==> src/rtl/i2c_status_pkg.sv <==
// Package: bit positions and widths shared by the status register, its
// building blocks and its checker. Assumes an 8-bit status byte.
package i2c_status_pkg;
    localparam int STAT_W   = 8;
    localparam int MST_POS  = 7;
    localparam int ALD_POS  = 6;
    localparam int EXC_POS  = 5;
    localparam int LOW_W    = 5;
    localparam int NIB_W    = 4;

    // Clear and set events gathered for one flag.
    typedef struct packed {
        logic set;
        logic hard_clr;
        logic soft_clr;
    } flag_evt_t;
endpackage

==> src/rtl/i2c_en_fall_det.sv <==
// Module: detects a 1-to-0 fall of the controller enable level.
// Assumes the enable is already synchronous to clk. The registered copy
// resets to 0, so no fall is reported in the first cycle after reset.
module i2c_en_fall_det (
    input  logic clk,
    input  logic rst_n,
    input  logic en,
    output logic fall
);
    logic en_prev;

    // Keep the enable value from the previous cycle.
    always_ff @(posedge clk) begin
        if (!rst_n) en_prev <= 1'b0;
        else        en_prev <= en;
    end

    // A fall is a previous 1 with a current 0.
    always_comb fall = en_prev & ~en;
endmodule

==> src/rtl/i2c_ext_code_dec.sv <==
// Module: decides whether the upper address bits form an extension code.
// Assumes the nibble is stable while the eighth-clock strobe is high.
module i2c_ext_code_dec #(
    parameter int NIB_W = 4
) (
    input  logic [NIB_W-1:0] nib,
    input  logic             strobe,
    output logic             hit
);
    localparam logic [NIB_W-1:0] ALL_ZERO = '0;
    localparam logic [NIB_W-1:0] ALL_ONE  = '1;

    // Hit on all-zero or all-one nibble, qualified by the strobe.
    always_comb hit = strobe & ((nib == ALL_ZERO) | (nib == ALL_ONE));
endmodule

==> src/rtl/i2c_flag_cell.sv <==
// Module: one status flag with prioritised set and clear events.
// The hard clear always wins. The set beats the soft clear when
// SET_OVER_SOFT is 1. Otherwise the soft clear beats the set.
module i2c_flag_cell
    import i2c_status_pkg::*;
#(
    parameter bit SET_OVER_SOFT = 1'b1
) (
    input  logic      clk,
    input  logic      rst_n,
    input  flag_evt_t evt,
    output logic      q
);
    logic q_nxt;

    // Choose the next flag value by event priority.
    generate
        if (SET_OVER_SOFT) begin : g_set_first
            always_comb begin
                if (evt.hard_clr)      q_nxt = 1'b0;
                else if (evt.set)      q_nxt = 1'b1;
                else if (evt.soft_clr) q_nxt = 1'b0;
                else                   q_nxt = q;
            end
        end else begin : g_soft_first
            always_comb begin
                if (evt.hard_clr | evt.soft_clr) q_nxt = 1'b0;
                else if (evt.set)                q_nxt = 1'b1;
                else                             q_nxt = q;
            end
        end
    endgenerate

    // Hold the flag.
    always_ff @(posedge clk) begin
        if (!rst_n) q <= 1'b0;
        else        q <= q_nxt;
    end
endmodule

==> src/rtl/i2c_status_reg.sv <==
// Module: status byte of an I2C controller. Bit 7 is the master flag,
// bit 6 is arbitration lost and bit 5 is extension code received. Bits
// 4..0 pass through from outside. Assumes all strobes are one-cycle pulses
// synchronous to clk. The read-clear of bit 6 acts on the edge that ends
// the read cycle.
module i2c_status_reg
    import i2c_status_pkg::*;
(
    input  logic             clk,
    input  logic             rst_n,
    input  logic             start_gen,
    input  logic             start_det,
    input  logic             stop_det,
    input  logic             arb_lost,
    input  logic             addr_bit8_edge,
    input  logic [NIB_W-1:0] rx_addr_hi,
    input  logic             comm_exit,
    input  logic             ctrl_en,
    input  logic             host_rd,
    input  logic [LOW_W-1:0] low_status,
    output logic [STAT_W-1:0] status_q
);
    logic      en_fall;
    logic      ext_hit;
    logic      mst_q, ald_q, exc_q;
    flag_evt_t mst_evt, ald_evt, exc_evt;

    i2c_en_fall_det u_fall (
        .clk  (clk),
        .rst_n(rst_n),
        .en   (ctrl_en),
        .fall (en_fall)
    );

    i2c_ext_code_dec #(.NIB_W(NIB_W)) u_dec (
        .nib   (rx_addr_hi),
        .strobe(addr_bit8_edge),
        .hit   (ext_hit)
    );

    // Gather the set and clear events for each flag.
    always_comb begin
        mst_evt.set      = start_gen;
        mst_evt.hard_clr = stop_det | arb_lost | comm_exit | en_fall;
        mst_evt.soft_clr = 1'b0;

        ald_evt.set      = arb_lost;
        ald_evt.hard_clr = en_fall;
        ald_evt.soft_clr = host_rd;

        exc_evt.set      = ext_hit;
        exc_evt.hard_clr = start_det | stop_det | comm_exit | en_fall;
        exc_evt.soft_clr = 1'b0;
    end

    i2c_flag_cell #(.SET_OVER_SOFT(1'b1)) u_mst (
        .clk(clk), .rst_n(rst_n), .evt(mst_evt), .q(mst_q));
    i2c_flag_cell #(.SET_OVER_SOFT(1'b1)) u_ald (
        .clk(clk), .rst_n(rst_n), .evt(ald_evt), .q(ald_q));
    i2c_flag_cell #(.SET_OVER_SOFT(1'b1)) u_exc (
        .clk(clk), .rst_n(rst_n), .evt(exc_evt), .q(exc_q));

    // Assemble the status byte.
    always_comb begin
        status_q                = '0;
        status_q[MST_POS]       = mst_q;
        status_q[ALD_POS]       = ald_q;
        status_q[EXC_POS]       = exc_q;
        status_q[LOW_W-1:0]     = low_status;
    end
endmodule

==> config.mk <==
export PLATFORM = sky130hd
export DESIGN_NAME = i2c_status_reg
export DESIGN_NICKNAME = d
export VERILOG_FILES = /design/src/rtl/i2c_status_pkg.sv /design/src/rtl/i2c_en_fall_det.sv /design/src/rtl/i2c_ext_code_dec.sv /design/src/rtl/i2c_flag_cell.sv /design/src/rtl/i2c_status_reg.sv
export SDC_FILE = /design/constraint.sdc
export NUM_CORES = 1
export LEC_CHECK = 0
export BUFFER_PORTS_ARGS = -buffer_cell sky130_fd_sc_hd__buf_4
export CAP_MARGIN = 20
export CORE_AREA = 2 2 39 41
export CTS_CLUSTER_SIZE = 40
export DETAILED_ROUTE_END_ITERATION = 7
export DIE_AREA = 0 0 41 43
export PLACE_DENSITY = 0.5
export SETUP_SLACK_MARGIN = 0.05
export SLEW_MARGIN = 30
export SYNTH_ARGS = -nofsm -noshare
export SYNTH_HDL_FRONTEND = slang
export SYNTH_SLANG_ARGS = --single-unit
==> constraint.sdc <==
create_clock -name clk -period 1.3 [get_ports clk]
set_input_delay 0.26 -clock clk [delete_from_list [all_inputs] [get_ports clk]]
set_output_delay 0.26 -clock clk [all_outputs]
set_load 0.005 [all_outputs]
Word-level counts from Yosys, hierarchy flattened:

Index checks and enable logic that the tools add are counted.

* bits in registers: 4
* output and inout port bits: 8

* equal/unequal tests: 1
* mux-type cells: 2
* bitwise operators: 11
* reduce and logical (&&, ||, !) cells: 5

Operators with widths (number)
* 1-bit OR: 7
* 2-bit OR reduction: 3
* 4-bit == test, second input constant: 1
* 4-bit logical NOT: 1
* 1-bit bitwise AND: 2
* 1-bit 2-to-1 mux: 2
* 1-bit NOT: 2
* 2-bit nonzero test: 1

Longest topological paths before layout:

Gate-level depths: netlist of the first run.

* depth in word-level cells: 4
* mapped depth: 3

By module:

From an unflattened synthesis of the first run, not the netlist that was laid out.

* cells, all modules: 29
* area, all modules: 256.5 um2

Modules (own cells, without submodules)
* i2c_flag_cell: instances 3, cells an instance 4, area each 40.0 um2, seq. area each 20.0 um2
* i2c_status_reg: instances 1, cells an instance 11, area each 78.8 um2, seq. area each 0.0 um2
* i2c_en_fall_det: instances 1, cells an instance 3, area each 36.3 um2, seq. area each 20.0 um2
* i2c_ext_code_dec: instances 1, cells an instance 3, area each 21.3 um2, seq. area each 0.0 um2

Worst setup path after synthesis of the first run:

No wires, ideal clock.

* path type: input-to-reg
* start: in rx_addr_hi[1]
* end: reg u_exc.q
* setup time: 103 ps
* arrival: 1066 ps
* required time: 1197 ps
* path slack: 131 ps
* stages: 2
* buffers on the path: 0
* cell sequence: or4_1 -> a2111oi_2

* longest elaborated chain between the ends: 3
* elaborated cells on any way between the ends: 4
* those cells by class: eq/ne: 1; bitwise: 2; reduce/logical: 1

RTL lines
* from (decl): RTL line i2c_status_reg.sv:16 `input logic [NIB_W-1:0] rx_addr_hi,`
* 4-bit == test / 4-bit logical NOT (equally long branches): RTL line i2c_ext_code_dec.sv:14 `always_comb hit = strobe & ((nib == ALL_ZERO) | (nib == ALL_ONE));`
* 1-bit OR *: RTL line i2c_ext_code_dec.sv:14
* 1-bit bitwise AND *: RTL line i2c_ext_code_dec.sv:14
* to (signal assigned): RTL line i2c_flag_cell.sv:37 `else q <= q_nxt;`
* to (decl): RTL line i2c_flag_cell.sv:12 `output logic q`

Mark *: on every way between the ends. The rest lies on a longest branch, timed or not.
A chain may end at the register's enable or synchronous reset.

Worst setup path after layout of the first run:

Ends and elaborated chain as after synthesis.

==> results_dict.tcl, run 1 <==
set metrics [dict create \
    final_util_pct 24.1 \
    synth-xor-area-share_pct 0 \
    clockBufferDepth 2 \
    p_total_mw 0.329 \
    max_cap_violations 0 \
    die_y_um 43 \
    synth.avg_cell_area_um2 8.91 \
    stdcell_count 53 \
    syn_inst 25 \
    p_seq_share_pct 39.3 \
    drv_slew 0 \
    diodes 0 \
    netlist_area_um2 223 \
    hold_end "u_mst.q" \
    cts.sinks 4 \
    timing.fmax_mhz 941 \
    postCtsResizedCells 0 \
    io_buffer_count 16 \
    grt_pass1_wl_um 648 \
    rr_worst_depth 2 \
    worst-path-max-fanout 2 \
    min_from "arb_lost" \
    pwr-share-clk_pct 45.1 \
    cts_buffers 3 \
    relSlewSlack_pct 84.3 \
    routabilityCongestion 0.628 \
    holdBufCountCts 0 \
    yosys.area_share.simple_pct 15.2 \
    synthesis.nets 44 \
    cts-htree-levels 1 \
    yosysWarnings 0 \
    ys_seq_elements 4 \
    crit_path_end_kind "flip-flop" \
    start_util_pct 16.1 \
    die_w_um 41 \
    grt_max_degree 4 \
    muxShareOfSynthArea_pct 0 \
    ys_types 13 \
    switching_share_pct 19.0 \
    wl_per_cell_um 8.17 \
    setup-violations-final 0 \
    drc 0 \
    dp_cells 50 \
    required_ns 1.43 \
    arrival_ns 1.19 \
    cts_root_buf "clkbuf_4" \
    area_growth_pct 49.4 \
    dr.pass1.iters 2 \
    clk_pin_slew_ns 0.04 \
    drt_iter0_drc 3 \
    grt-ovfl-total 0 \
    placed_area_um2 310 \
    final_cell_area_um2 333 \
    rsz0062_at_grt "no" \
    crit_path_start_kind "input pin" \
    synth_top_family_by_area "buffers and inverters" \
    internal_power_mw 0.267 \
    tightest_slew_ns 0.234 \
    finClkSkew_ns 0.00368 \
    period_share_pct 81.8 \
    vias 200 \
    core-area_um2 1380 \
    grt_pass1_vias 188 \
    ant_nets 0 \
    grt_usage_pct 6.41 \
    post_cts_buffers 0 \
    pin_count 27 \
    ir_worst_vdd_v 0.000408 \
    cts_tree "done" \
    drive_above_1_share_pct 59.5 \
    status "finished clean" \
    worstReg2RegStart "u_exc.q" \
    insertion_delay_ns 0.23 \
    hold_depth 2 \
    power_leakage_nw 0.156 \
    ys_seq_area_share_pct 36.0 \
    fin_nets 58 \
    synth_compound_area_share_pct 18.5 \
    r2r_setup_slack_ns 0.45 \
    setup_tns_ns 0 \
    hold_class "in2reg" \
    wl_um 433 \
    regToRegEndpoint "u_exc.q" \
    power_switching_mw 0.0627 \
    fillCellCount 157 \
    powerDensity_nw_per_um2 990 \
    critPathKind "in2reg" \
    die_area_um2 1760 \
    avgViaCountPerCell 3.77 \
    fin_crit_ns 1.06 \
    antenna_found_initial 0 \
    pwr-share-comb_pct 15.6 \
    synthAdderAreaFrac_pct 0 \
    num_rows 14 \
    final_hold_viol_count 0 \
]
cell usage in the layout (no fill, tap or decap), drive strengths merged:
cell / count
buf: 17
dfxtp: 4
clkbuf: 3
inv: 2
nor2: 2
o21ai: 1
a21oi: 1
or2: 1
nor4: 1
or4: 1
a41oi: 1
o21bai: 1
a2111oi: 1
and2: 1
through the flow:
step	worst slack (ns)	hold WS, ns
finish	0.237	0.204
global route	0.216	0.188
CTS	0.241	0.191
detailed placement	-0.00213	0.442
global placement	0.00610	0.442
floorplan	0.131	0.337
cell type report:
cell class	instances	area (um^2)	area share, %
well taps	16	20.0	6.02
repair buffers	17	128	38.3
flip-flops and latches	4	80.1	24.1
multi-input cells	11	75.1	22.6
inverters	2	7.51	2.26
clock buffers	3	22.5	6.77
power groups by stage:
stage | clock, mW | combinational [mW] | sequential (mW)
floorplan | 0 | 0.0286 | 0.131
global placement | 0 | 0.0517 | 0.131
detailed placement | 0 | 0.0523 | 0.132
CTS | 0.161 | 0.0524 | 0.130
global route | 0.174 | 0.0562 | 0.130
finish | 0.148 | 0.0514 | 0.130
critical path, stage by stage:
cell and delay (ns):
buf_4 0.11, or4_1 0.54, a2111oi_2 0.29
logic make-up (layout without fill, tap and decap cells):
logic type,Yosys count,in the layout
buf+inv,10,22
simple gates,6,6
compound gates,5,5
flops,4,4
Yosys cell counts (all sizes together):
cell / instances / area, um^2
or2: 1 / 6.26
a2111oi: 1 / 15.0
o21bai: 1 / 7.51
inv: 2 / 7.51
a41oi: 1 / 8.76
buf: 8 / 60.1
or4: 1 / 7.51
nor2: 2 / 7.51
nor4: 1 / 6.26
a21oi: 1 / 5.00
and2: 1 / 6.26
o21ai: 1 / 5.00
dfxtp: 4 / 80.1
sequential cells by signal, indices dropped and copies added, names as in the netlist:
signal	cells
u_mst.q	1
u_ald.q	1
u_exc.q	1
u_fall.en_prev	1
how the worst max path moves through the flow:
| stage | from | endpoint | cells past startpoint |
|---|---|---|---|
| global placement | rx_addr_hi[1] | u_exc.q | 3 |
| finish | rx_addr_hi[1] | u_exc.q | 3 |
| CTS | rx_addr_hi[1] | u_exc.q | 3 |
| global route | rx_addr_hi[1] | u_exc.q | 3 |
| floorplan | rx_addr_hi[1] | u_exc.q | 2 |
| detailed placement | rx_addr_hi[1] | u_exc.q | 3 |
routing by layer:
metal	up-vias	GRT usage, %	wire, um
met5	-	0	0
met4	0	2.67	0
met3	0	9.42	73
met2	13	9.38	214
met1	84	3.82	144
li1	103	-	-
(Power assumes the default switching activity.)
==> run 2, diff against run 1 <==
--- a/config.mk
+++ b/config.mk
@@ -5,13 +5,14 @@
 export SDC_FILE = /design/constraint.sdc
 export NUM_CORES = 1
 export LEC_CHECK = 0
+export ABC_AREA = 1
 export BUFFER_PORTS_ARGS = -buffer_cell sky130_fd_sc_hd__buf_4
 export CAP_MARGIN = 20
 export CORE_AREA = 2 2 39 41
 export CTS_CLUSTER_SIZE = 40
 export DETAILED_ROUTE_END_ITERATION = 7
 export DIE_AREA = 0 0 41 43
-export PLACE_DENSITY = 0.5
+export PLACE_DENSITY = 0.53
 export SETUP_SLACK_MARGIN = 0.05
 export SLEW_MARGIN = 30
 export SYNTH_ARGS = -nofsm -noshare
==> constraint.sdc (replaced) <==
create_clock -name clk -period 0.9 [get_ports clk]
set_input_delay 0.18 -clock clk [delete_from_list [all_inputs] [get_ports clk]]
set_output_delay 0.18 -clock clk [all_outputs]
set_load 0.005 [all_outputs]
==> run 2 against run 1 <==
- clock power rose by 51%
- setup slack got worse by 0.17 ns
- clock skew fell by 0.0036 ns
- synthesized area rose by 7.9%
- register-to-register slack got worse by 0.23 ns
- synthesized cell count rose by 28%
- cell count rose by 11%
==> results_dict.tcl, run 2 <==
set metrics [dict create \
    hold_depth 2 \
    multi_input_area_um2 85.1 \
    max_stage_delay_ns 0.32 \
    insertion_delay_ns 0.23 \
    cts_tree "done" \
    status "finished clean" \
    cts-htree-levels 1 \
    async_flop_share_pct 0 \
    crit_family "flip-flops" \
    synth_ff_type "dfxtp_1" \
    yosysMostFrequentCell "buf_4" \
    layout_setup_ws_ns 0.0639 \
    powerDensity_nw_per_um2 1370 \
    relSlewSlack_pct 86.3 \
    io_buffer_count 16 \
    ant_nets 0 \
    regToRegEndpoint "u_mst.q" \
    die_area_um2 1760 \
    r2r_setup_slack_ns 0.22 \
    core-area_um2 1380 \
    hold_class "in2reg" \
    crit_path_start_kind "flip-flop" \
    power_leakage_nw 0.173 \
    worst-path-max-fanout 2 \
    fin_crit_ns 0.836 \
    grt_util_met1_pct 4.47 \
    cts_root_buf "clkbuf_4" \
    rsz0062_at_grt "yes" \
    rr_worst_depth 2 \
    pin_count 27 \
    pre_cts_slack_ns 0.135 \
    avgViaCountPerCell 3.68 \
    drv_slew 0 \
    drc 0 \
    synthesis.nets 51 \
    max_cap_violations 0 \
    synth_enable_flop_cells 0 \
    ys_seq_elements 4 \
    cts.sinks 4 \
    critPathKind "reg2out" \
    grt_pass1_wl_um 745 \
    netlist_area_um2 240 \
    grt_max_degree 4 \
    drive_above_1_share_pct 58.1 \
    worstPathCellList "buf_6" \
    busiest_layer "met2" \
    grt_pass1_vias 227 \
    min_from "stop_det" \
    ir_worst_vdd_v 0.000671 \
    ys_types 11 \
    cp_num_buf_inv 1 \
    arrival_ns 0.66 \
    wl_per_cell_um 7.78 \
    hold_end "u_mst.q" \
    vias 217 \
    diodes 0 \
    required_ns 0.72 \
    final_cell_mix "buf_4, nand2_1, inv_1" \
    p_total_mw 0.492 \
    grt_use_met3_pct 9.95 \
    use_met2_pct 10.9 \
    period_share_pct 92.9 \
    yosys-top-cells-count "buf_4, nand2_1, dfxtp_1, inv_1" \
    clockBufferDepth 2 \
    seqCellArea_um2 83.8 \
    tightest_slew_ns 0.203 \
    syn_inst 32 \
    ys_seq_area_share_pct 33.3 \
    start_util_pct 17.4 \
    worstReg2RegStart "u_mst.q" \
    cts_buffers 3 \
    yosys.area.top_type "dfxtp_1" \
    fillCellCount 167 \
    finClkSkew_ns 0.000116 \
    fin_nets 64 \
    final_hold_viol_count 0 \
    synth.top_cells.by_area "dfxtp_1, buf_4, nor3_2, nand2_1, inv_1" \
    yosys.area.top_type_share_pct 33.3 \
    timing.fmax_mhz 1200 \
    dr.pass1.iters 1 \
    yosysWarnings 0 \
    clk_pin_slew_ns 0.04 \
    die_y_um 43 \
    final_common_cell "buf_4" \
    synth.avg_cell_area_um2 7.51 \
    wl_um 459 \
    post_cts_buffers 0 \
    grt_usage_pct 7.11 \
    grt-ovfl-total 0 \
    crit_path_end_kind "output pin" \
    setup_tns_ns 0 \
    slowest_stage "dfxtp_2" \
    routabilityCongestion 0.587 \
    die_w_um 41 \
    setup-violations-final 0 \
    antenna_found_initial 0 \
    drt_iter0_drc 0 \
    area_growth_pct 49.0 \
    num_rows 14 \
]
-- run 2: worst max-delay path by stage --
stage	from	end	slack (ns)	cells after the start
2_1_floorplan	u_mst.q	u_mst.q	0.27	2
3_3_place_gp	stop_det	u_exc.q	0.15	4
3_5_place_dp	stop_det	u_exc.q	0.14	4
4_1_cts	u_ald.q	status_q[6]	0.05	1
5_1_grt	u_exc.q	status_q[5]	0.04	1
6_report	u_exc.q	status_q[5]	0.06	1
-- run 2: area by class of cell --
type	count	area share [%]
Clock buffer	3	6.29
Inverter	4	4.20
Multi-Input combinational cell	16	23.8
Sequential cell	4	23.4
Tap cell	16	5.59
Timing Repair Buffer	16	36.7
-- run 2: per-stage QoR --
stage | util, % | hold slack, ns | area, um^2 | instances
floorplan | - | 0.250 | 240 | 32
finish | 25.9 | 0.112 | 358 | 59
CTS | 25.1 | 0.115 | 348 | 59
global route | 25.9 | 0.109 | 358 | 59
detailed placement | 23.1 | 0.360 | 320 | 56
global placement | 23.1 | 0.360 | 320 | 56
-- run 2: where the power goes --
part / switching, mW / internal, mW
registers: 0.00301 / 0.185
logic: 0.0268 / 0.0524
clock network: 0.0747 / 0.149
total: 0.105 / 0.387
-- run 2: logic make-up (layout without fill, tap and decap cells) --
| family | after synthesis | after routing | synth area share [%] |
|---|---|---|---|
| buffers and inverters | 12 | 23 | 31.2 |
| and+or+nand+nor | 11 | 11 | 23.4 |
| AOI/OAI and AO/OA | 5 | 5 | 12.0 |
| DFF | 4 | 4 | 33.3 |
-- run 2: metal layers --
metal,vias up,share of wire (%),wire [um]
met5,-,0,0
met4,0,0,0
met3,0,21,96
met2,17,47,215
met1,84,32,146
li1,116,-,-
-- run 2: timing repair --
item	in CTS	in global routing
hold buffers	0	0
setup endpoints to repair	1	3
gates resized for setup	2	4
